$ cat src/rtl/addsub_pkg.sv
package addsub_pkg;
  localparam int unsigned ADDSUB_W = 4;

  typedef enum logic {
    MODE_ADD = 1'b0,
    MODE_SUB = 1'b1
  } addsub_mode_e;
endpackage

$ cat src/rtl/addsub_full_adder.sv
module addsub_full_adder (
  input  logic a_i,
  input  logic b_i,
  input  logic c_i,
  output logic s_o,
  output logic c_o
);
  logic half_x;

  always_comb begin
    half_x = a_i ^ b_i;
    s_o    = half_x ^ c_i;
    c_o    = (a_i & b_i) | (half_x & c_i);
  end

  // column result equals the arithmetic sum of its three inputs
  always_comb begin
    a_r6_column_sum: assert ({c_o, s_o} == ({1'b0, a_i} + {1'b0, b_i} + {1'b0, c_i}))
      else $error("column sum mismatch");
  end
endmodule

$ cat src/rtl/addsub_operand_cond.sv
module addsub_operand_cond #(
  parameter int unsigned WIDTH = 4
) (
  input  logic [WIDTH-1:0] b_i,
  input  logic             sub_i,
  output logic [WIDTH-1:0] b_o
);
  for (genvar k = 0; k < WIDTH; k++) begin : g_xor
    assign b_o[k] = b_i[k] ^ sub_i;
  end

  always_comb begin
    // pass-through in add mode
    a_r1_pass: assert (sub_i || (b_o == b_i)) else $error("operand altered in add mode");
    // bitwise complement in subtract mode
    a_r2_invert: assert (!sub_i || (((b_o & b_i) == '0) && ((b_o | b_i) == '1)))
      else $error("operand not inverted in subtract mode");
  end
endmodule

$ cat src/rtl/addsub_ripple_chain.sv
module addsub_ripple_chain #(
  parameter int unsigned WIDTH = 4
) (
  input  logic [WIDTH-1:0] a_i,
  input  logic [WIDTH-1:0] b_i,
  input  logic             c_i,
  output logic [WIDTH-1:0] s_o,
  output logic             c_o
);
  logic [WIDTH:0] carry_q;

  assign carry_q[0] = c_i;

  for (genvar k = 0; k < WIDTH; k++) begin : g_col
    addsub_full_adder col_i (
      .a_i (a_i[k]),
      .b_i (b_i[k]),
      .c_i (carry_q[k]),
      .s_o (s_o[k]),
      .c_o (carry_q[k+1])
    );
  end

  assign c_o = carry_q[WIDTH];

  // rippled chain matches a full-width addition
  always_comb begin
    a_r7_chain_sum: assert ({c_o, s_o} == ({1'b0, a_i} + {1'b0, b_i} + {{WIDTH{1'b0}}, c_i}))
      else $error("ripple chain mismatch");
  end
endmodule

$ cat src/rtl/addsub_unit.sv
module addsub_unit
  import addsub_pkg::*;
#(
  parameter int unsigned WIDTH = ADDSUB_W
) (
  input  logic [WIDTH-1:0] a_i,
  input  logic [WIDTH-1:0] b_i,
  input  logic             sub_i,
  output logic [WIDTH-1:0] sum_o,
  output logic             carry_o
);
  addsub_mode_e mode;
  logic [WIDTH-1:0] b_cond;
  logic             top_carry;

  assign mode = addsub_mode_e'(sub_i);

  addsub_operand_cond #(.WIDTH(WIDTH)) cond_i (
    .b_i   (b_i),
    .sub_i (sub_i),
    .b_o   (b_cond)
  );

  // mode doubles as carry-in for the +1 of two's complement
  addsub_ripple_chain #(.WIDTH(WIDTH)) chain_i (
    .a_i (a_i),
    .b_i (b_cond),
    .c_i (sub_i),
    .s_o (sum_o),
    .c_o (top_carry)
  );

  // raw carry is inverted sense in subtract mode
  assign carry_o = top_carry ^ sub_i;

  always_comb begin
    // add mode gives full sum with carry
    a_r4_add_carry: assert (mode != MODE_ADD ||
                            ({carry_o, sum_o} == ({1'b0, a_i} + {1'b0, b_i})))
      else $error("add result mismatch");
    // subtract mode gives modular difference
    a_r3_difference: assert (mode != MODE_SUB || (sum_o == WIDTH'(a_i - b_i)))
      else $error("difference mismatch");
    // borrow flags unsigned A < B
    a_r5_borrow: assert (mode != MODE_SUB || (carry_o == (a_i < b_i)))
      else $error("borrow mismatch");
  end
endmodule

$ cat config.mk
export PLATFORM = sky130hd
export DESIGN_NAME = addsub_unit
export DESIGN_NICKNAME = d
export VERILOG_FILES = /design/src/rtl/addsub_pkg.sv /design/src/rtl/addsub_full_adder.sv /design/src/rtl/addsub_operand_cond.sv /design/src/rtl/addsub_ripple_chain.sv /design/src/rtl/addsub_unit.sv
export SDC_FILE = /design/constraint.sdc
export NUM_CORES = 1
export LEC_CHECK = 0
export CAP_MARGIN = 20
export CORE_AREA = 10 10 47 49
export DETAILED_ROUTE_END_ITERATION = 8
export DIE_AREA = 0 0 57 59
export GPL_TIMING_DRIVEN = 0
export PLACE_DENSITY = 0.46
export SLEW_MARGIN = 20
export SYNTH_ARGS = -nofsm -noshare
export SYNTH_HDL_FRONTEND = slang
export SYNTH_HIERARCHICAL = 1
export SYNTH_SLANG_ARGS = --single-unit
$ cat constraint.sdc
create_clock -name vclk -period 4.8
set_input_delay 1.2 -clock vclk [all_inputs]
set_output_delay 1.2 -clock vclk [all_outputs]
set_load 0.005 [all_outputs]
## After elaboration in Yosys (flattened, before gate mapping)

Index checks and enable logic that the tools add are counted.

| cells by class | value |
|---|---|
| bitwise logic cells | 25 |

Operators by type and width:

| kind | count |
|---|---|
| 1-bit XOR | 13 |
| 1-bit bitwise AND | 8 |
| 1-bit OR | 4 |

| word-level totals | value |
|---|---|
| word-level logic and storage cells | 25 |
| flip-flop bits (word level) | 0 |
| input bits | 9 |

## Logic depth before layout (Yosys ltp)

Gate-level depths: netlist (run 1).

| depth | value |
|---|---|
| depth in word-level cells | 11 |
| gate-level depth with buffers | 6 |
| gate-level depth less buffers | 6 |

## By module

The synthesis (run 1) kept the hierarchy.

By module, submodules not included:

| module | cells each | seq. area each (um^2) | area each (um^2) | times used |
|---|---|---|---|---|
| addsub_full_adder | 1 | 0.0 | 20.0 | 4 |
| addsub_operand_cond | 4 | 0.0 | 35.0 | 1 |
| addsub_unit | 1 | 0.0 | 8.8 | 1 |

## Least setup slack after synthesis (run 1)

OpenSTA, ideal clock, no wires.

| timing path | value |
|---|---|
| path type | input to output |
| start point | in sub_i |
| end point | out carry_o |
| cell stages on the path | 6 |
| required time | 3.600 ns |
| arrival | 3.053 ns |
| path slack | 0.547 ns |
| cell sequence | xor2_1 > fa_1 > fa_1 > fa_1 > fa_1 > xor2_1 |

| on the way | value |
|---|---|
| cells in the longest elaborated chain, start to end | 11 |
| elaborated cells between the ends (all ways) | 21 |
| classes of those cells | bitwise (21) |

RTL lines:

| what | RTL line | RTL |
|---|---|---|
| start: declaration | addsub_unit.sv:8 | `input logic sub_i,` |
| 1-bit XOR | addsub_operand_cond.sv:9 | `assign b_o[k] = b_i[k] ^ sub_i;` |
| 1-bit XOR | addsub_full_adder.sv:11 | `half_x = a_i ^ b_i;` |
| 1-bit bitwise AND | addsub_full_adder.sv:13 | `c_o = (a_i & b_i) \| (half_x & c_i);` |
| 1-bit OR * | addsub_full_adder.sv:13 |  |
| via chain_i.carry_q[1] | addsub_ripple_chain.sv:10 | `logic [WIDTH:0] carry_q;` |
| 1-bit bitwise AND * | addsub_full_adder.sv:13 |  |
| 1-bit OR * | addsub_full_adder.sv:13 |  |
| via chain_i.carry_q[2] | addsub_ripple_chain.sv:10 |  |
| 1-bit bitwise AND * | addsub_full_adder.sv:13 |  |
| 1-bit OR * | addsub_full_adder.sv:13 |  |
| via chain_i.carry_q[3] | addsub_ripple_chain.sv:10 |  |
| 1-bit bitwise AND * | addsub_full_adder.sv:13 |  |
| 1-bit OR * | addsub_full_adder.sv:13 |  |
| via top_carry | addsub_unit.sv:14 | `logic top_carry;` |
| 1-bit XOR * | addsub_unit.sv:34 | `assign carry_o = top_carry ^ sub_i;` |
| end: declaration | addsub_unit.sv:10 | `output logic carry_o` |

Mark *: on every way through the listed nets, which the timed path passes. The rest lies on a longest branch.

## Final worst setup path (run 1)

| timing path | value |
|---|---|
| start point | in b_i[0] |
| end point | out carry_o |

| on the way | value |
|---|---|
| cells in the longest elaborated chain, start to end | 11 |
| elaborated cells between the ends (all ways) | 12 |
| classes of those cells | bitwise (12) |

RTL lines:

| what | RTL line | RTL |
|---|---|---|
| start: declaration | addsub_unit.sv:7 | `input logic [WIDTH-1:0] b_i,` |
| 1-bit XOR * | addsub_operand_cond.sv:9 |  |
| via b_cond[0] | addsub_unit.sv:13 | `logic [WIDTH-1:0] b_cond;` |
| 1-bit XOR | addsub_full_adder.sv:11 |  |
| 1-bit bitwise AND | addsub_full_adder.sv:13 |  |
| 1-bit OR * | addsub_full_adder.sv:13 |  |
| via chain_i.carry_q[1] | addsub_ripple_chain.sv:10 |  |
| 1-bit bitwise AND * | addsub_full_adder.sv:13 |  |
| 1-bit OR * | addsub_full_adder.sv:13 |  |
| via chain_i.carry_q[2] | addsub_ripple_chain.sv:10 |  |
| 1-bit bitwise AND * | addsub_full_adder.sv:13 |  |
| 1-bit OR * | addsub_full_adder.sv:13 |  |
| via chain_i.carry_q[3] | addsub_ripple_chain.sv:10 |  |
| 1-bit bitwise AND * | addsub_full_adder.sv:13 |  |
| 1-bit OR * | addsub_full_adder.sv:13 |  |
| via top_carry | addsub_unit.sv:14 |  |
| 1-bit XOR * | addsub_unit.sv:34 |  |

Marked as above.

==> results of run 1 <==
cells in the mapped netlist (all sizes together):
cell  count  share of area
xor2      5           0.35
fa        4           0.65
critical path, cell delays in order:
cell and delay (ps):
clkdlybuf4s50_1 410, xor2_1 170, fa_2 400, fa_2 350, fa_2 340, fa_2 340
xor2_1 150, buf_2 140
cells by family after synthesis:
| family | Yosys count |
|---|---|
| adders and majority gates | 4 |
| xor gates and xnor gates | 5 |
cell type report:
type,instances,area (um2)
repair buffers,14,131.4
fillers,154,1116
well taps,16,20.02
multi-input cells,9,133.9
report_power, final:
| part | internal, W | total [W] | switching [W] |
|---|---|---|---|
| registers | 0 | 0 | 0 |
| logic | 0.0000253 | 0.0000411 | 0.0000157 |
| clock network | 0 | 0 | 0 |
worst max path at each step:
| stage | slack (ps) | cells past startpoint | to | from |
|---|---|---|---|---|
| 6_report | 90 | 8 | carry_o | b_i[0] |
| 2_1_floorplan | 550 | 6 | carry_o | sub_i |
| 3_3_place_gp | -660 | 8 | carry_o | sub_i |
| 3_5_place_dp | -690 | 8 | carry_o | sub_i |
| 5_1_grt | -3 | 8 | carry_o | b_i[0] |
| 4_1_cts | -60 | 8 | carry_o | b_i[0] |
stage by stage:
step / hold slack (ps) / cells
floorplan: 2455 / 9
global placement: 3558 / 39
finish: 3042 / 39
global route: 3085 / 39
CTS: 3181 / 39
detailed placement: 3565 / 39
what timing repair did:
action | in CTS | in global routing
gates resized for setup | 6 | 7
setup endpoints to repair | 3 | 2
hold buffers | 0 | 0
pin swaps | 0 | 1
per-layer routing:
layer	routed length, um	part of all wire	track usage
met1	285	0.63	0.04540
met2	91	0.20	0.02326
met3	78	0.17	0.01931
met4	0	0	0
met5	0	0	0
==> run_results.csv, run 1 <==
group,metric,value,unit
min_path,min-delay-start,"sub_i",
route,wl_per_cell,11.69,um
min_path,holdPathStages,3,
sta,hold_viol_final,0,
synth,synth-simple-area-share,0,
sta,finalCritPeriodShare,0.9813,
placement,place_area,284.0,um2
sta,tightest_slew,324.8,ps
sta,min_period,4710,ps
sta,finalMaxSlewViolations,0,
critical_path,crit_required,3600,ps
placement,pre_cts_slack,-685.3,ps
outcome,status,"complete, no violations",
global_routing,grt_pass1_vias,142,
floorplan,core-area,1401,um2
finish,diodes,0,
finish,layout_common_cells,"10 x clkdlybuf4s50_1, 5 x xor2_1, 4 x fa_2",
finish,fin_util,0.2036,
sta,finalSetupViolations,0,
min_path,min_path_type,"in -> out",
power,totalPowerFinal,0.00004107,W
floorplan,rows,14,
floorplan,die_y,59,um
synth,syn_inst,9,
critical_path,worst-path-max-fanout,1,
global_routing,antenna_found_initial,0,
route,firstDrtPassIters,1,
synth,synth_top_family_by_area,"adder cells",
sta,fin_ws,89.93,ps
critical_path,cp.arrival,3510,ps
clock_tree,post_cts.repair.setup_buffers,0,
finish,area_growth_syn_to_layout,130.3,%
synth,ys_warn_count,6,
route,routed_wl,456,um
synth,synthAdderAreaFrac,0.6465,
global_routing,track_usage,0.02685,
sta,setup-tns-final,0,ps
route,vias_per_cell,2.821,
min_path,hold-path-endpoint,"carry_o",
sta,rsz0062_at_grt,"yes",
floorplan,start_util,0.08839,
critical_path,cp-start-kind,"input pin",
job,maxCapViolCount,0,
floorplan,die_area,3363,um2
finish,design.seq.count,0,
floorplan,die-width,57,um
critical_path,end_kind,"primary output",
global_routing,grt_max_degree,7,
synth,syn_avg_cell_area,13.76,um2
finish,finalNetCount,38,
route,vias,110,
floorplan,num_io_pins,14,
finish,final_common_cell,"clkdlybuf4s50_1",
sta,timing.slew.headroom,0.7835,
placement,port-buffer-count,14,
power,power_leakage,0.1128,nW
synth,synth_area,123.9,um2
placement,place.gp.congestion,0.7350,
power,p_per_area,144.0,nW/um2
synth,ys_seq_area_frac,0,
global_routing,grt_pass1_wl,759,um
synth,synth_compound_area_frac,0,
route,drc,0,
finish,clkbuf_count,0,
synth,synth-xor-area-share,0.3535,
finish,regArea,0,um2
synth,synth_mux_area_frac,0,
global_routing,gr-total-overflow,0,
synth,synth_nets,22,
critical_path,worstSetupPathType,"in -> out",
finish,final_layout_size_suffix_gt1_frac,0.2609,
power,max-vdd-ir-drop,0.05211,mV
route,drt_iter0_markers,0,
sta,fmax,212.3,MHz
route,postRouteAntennaNets,0,
synth,ys_types,2,
finish,fin_area,285.3,um2
Note: power is estimated with default switching activity, not from simulation.
==> run 2, diff against run 1 <==
--- a/config.mk
+++ b/config.mk
@@ -7,9 +7,11 @@
 export LEC_CHECK = 0
 export CAP_MARGIN = 20
+export CELL_PAD_IN_SITES_DETAIL_PLACEMENT = 1
+export CELL_PAD_IN_SITES_GLOBAL_PLACEMENT = 1
 export CORE_AREA = 10 10 47 49
 export DETAILED_ROUTE_END_ITERATION = 8
 export DIE_AREA = 0 0 57 59
 export GPL_TIMING_DRIVEN = 0
-export PLACE_DENSITY = 0.46
+export PLACE_DENSITY = 0.57
 export SLEW_MARGIN = 20
 export SYNTH_ARGS = -nofsm -noshare
==> constraint.sdc (replaced) <==
create_clock -name vclk -period 4.8
set_input_delay 1.2 -clock vclk [all_inputs]
set_output_delay 1.2 -clock vclk [all_outputs]
set_load 0.02 [all_outputs]
==> run_results.csv, run 2 (same netlist as run 1, synthesis figures left out) <==
group,metric,value,unit
outcome,status,"complete, no violations",
finish,design.seq.count,0,
critical_path,worstSetupPathType,"in -> out",
global_routing,grt_pass1_wl,814,um
critical_path,cp-start-kind,"input pin",
floorplan,rows,14,
critical_path,end_kind,"primary output",
floorplan,start_util,0.08839,
route,routed_wl,529,um
finish,regArea,0,um2
sta,fmax,210.4,MHz
sta,worst_hold_slack,3070,ps
clock_tree,cts_hold_buf,0,
finish,final_common_cell,"clkdlybuf4s50_1",
floorplan,num_io_pins,14,
floorplan,die_y,59,um
global_routing,gr-total-overflow,0,
power,p_per_area,196.0,nW/um2
route,vias,119,
route,postRouteAntennaNets,0,
sta,fin_ws,47.03,ps
power,totalPowerFinal,0.00005518,W
global_routing,busiest_layer,"met2",
finish,layout_common_cells,"10 x clkdlybuf4s50_1, 5 x xor2_1, 3 x fa_2",
placement,pre_cts_slack,-805.9,ps
floorplan,die_area,3363,um2
route,firstDrtPassIters,1,
job,maxCapViolCount,0,
sta,finalCritPeriodShare,0.9902,
global_routing,grtUsageMet2,0.04186,
sta,timing.slew.headroom,0.7810,
floorplan,die-width,57,um
route,vias_per_cell,3.051,
global_routing,met3_usage,0.02575,
global_routing,track_usage,0.03025,
route,drt_iter0_markers,0,
route,drc,0,
sta,tightest_slew,328.5,ps
finish,diodes,0,
sta,rsz0062_at_grt,"no",
placement,port-buffer-count,14,
floorplan,core-area,1401,um2
finish,final_layout_size_suffix_gt1_frac,0.2174,
finish,fill_cells,172,
power,power_leakage,0.1065,nW
route,wl_per_cell,13.56,um
sta,finalSetupViolations,0,
sta,min_period,4753,ps
critical_path,cp.arrival,3550,ps
critical_path,worst-path-max-fanout,1,
placement,place.gp.congestion,0.7364,
global_routing,grtUsageMet1,0.03682,
clock_tree,post_cts.repair.setup_buffers,0,
sta,hold_viol_final,0,
finish,clkbuf_count,0,
finish,finalNetCount,38,
global_routing,antenna_found_initial,0,
global_routing,grt_pass1_vias,157,
finish,area_growth_syn_to_layout,127.3,%
critical_path,crit_required,3600,ps
global_routing,grt_max_degree,7,
min_path,min_path_type,"in -> out",
finish,fin_util,0.2009,
sta,finalMaxSlewViolations,0,
power,max-vdd-ir-drop,0.05522,mV
[run 2: report_power, final]
part | switching, W | internal [W] | total, W
combinational | 0.0000289 | 0.0000263 | 0.0000552
clock | 0 | 0 | 0
sequential | 0 | 0 | 0
total | 0.0000289 | 0.0000263 | 0.0000552
[run 2: final timing paths]
check | from | to | slack, ps | cells past startpoint
setup / recovery | b_i[0] | carry_o | 50 | 8
hold / removal | sub_i | carry_o | 3070 | 3
[run 2: timing repair]
item / in CTS / in global routing
hold endpoints to repair: 0 / 0
setup endpoints to repair: 3 / 0
gates resized for setup: 14 / 0
[run 2: through the flow]
stage               TNS, ps  area [um2]  cells
finish                    0       281.5     39
global route              0       281.5     39
CTS                       0       281.5     39
detailed placement    -1920       284.0     39
global placement      -1737       284.0     39
floorplan                 0       123.9      9
[run 2: metal layers]
layer  wire length (um)  vias up
met5                  0        -
met4                  0        0
met3                112        0
met2                173       14
met1                243       50
li1                   -       55
[run 2: final cells by class]
type | instances | area, um2 | area share
well taps | 16 | 20.02 | 0.07111
multi-input cells | 9 | 131.4 | 0.4667
repair buffers | 14 | 130.1 | 0.4622
[run 2: worst max-delay path: stages]
cell             delay, ps
clkdlybuf4s50_1        410
xor2_1                 160
fa_2                   380
fa_2                   350
fa_2                   350
fa_1                   380
xor2_1                 150
buf_4                  170
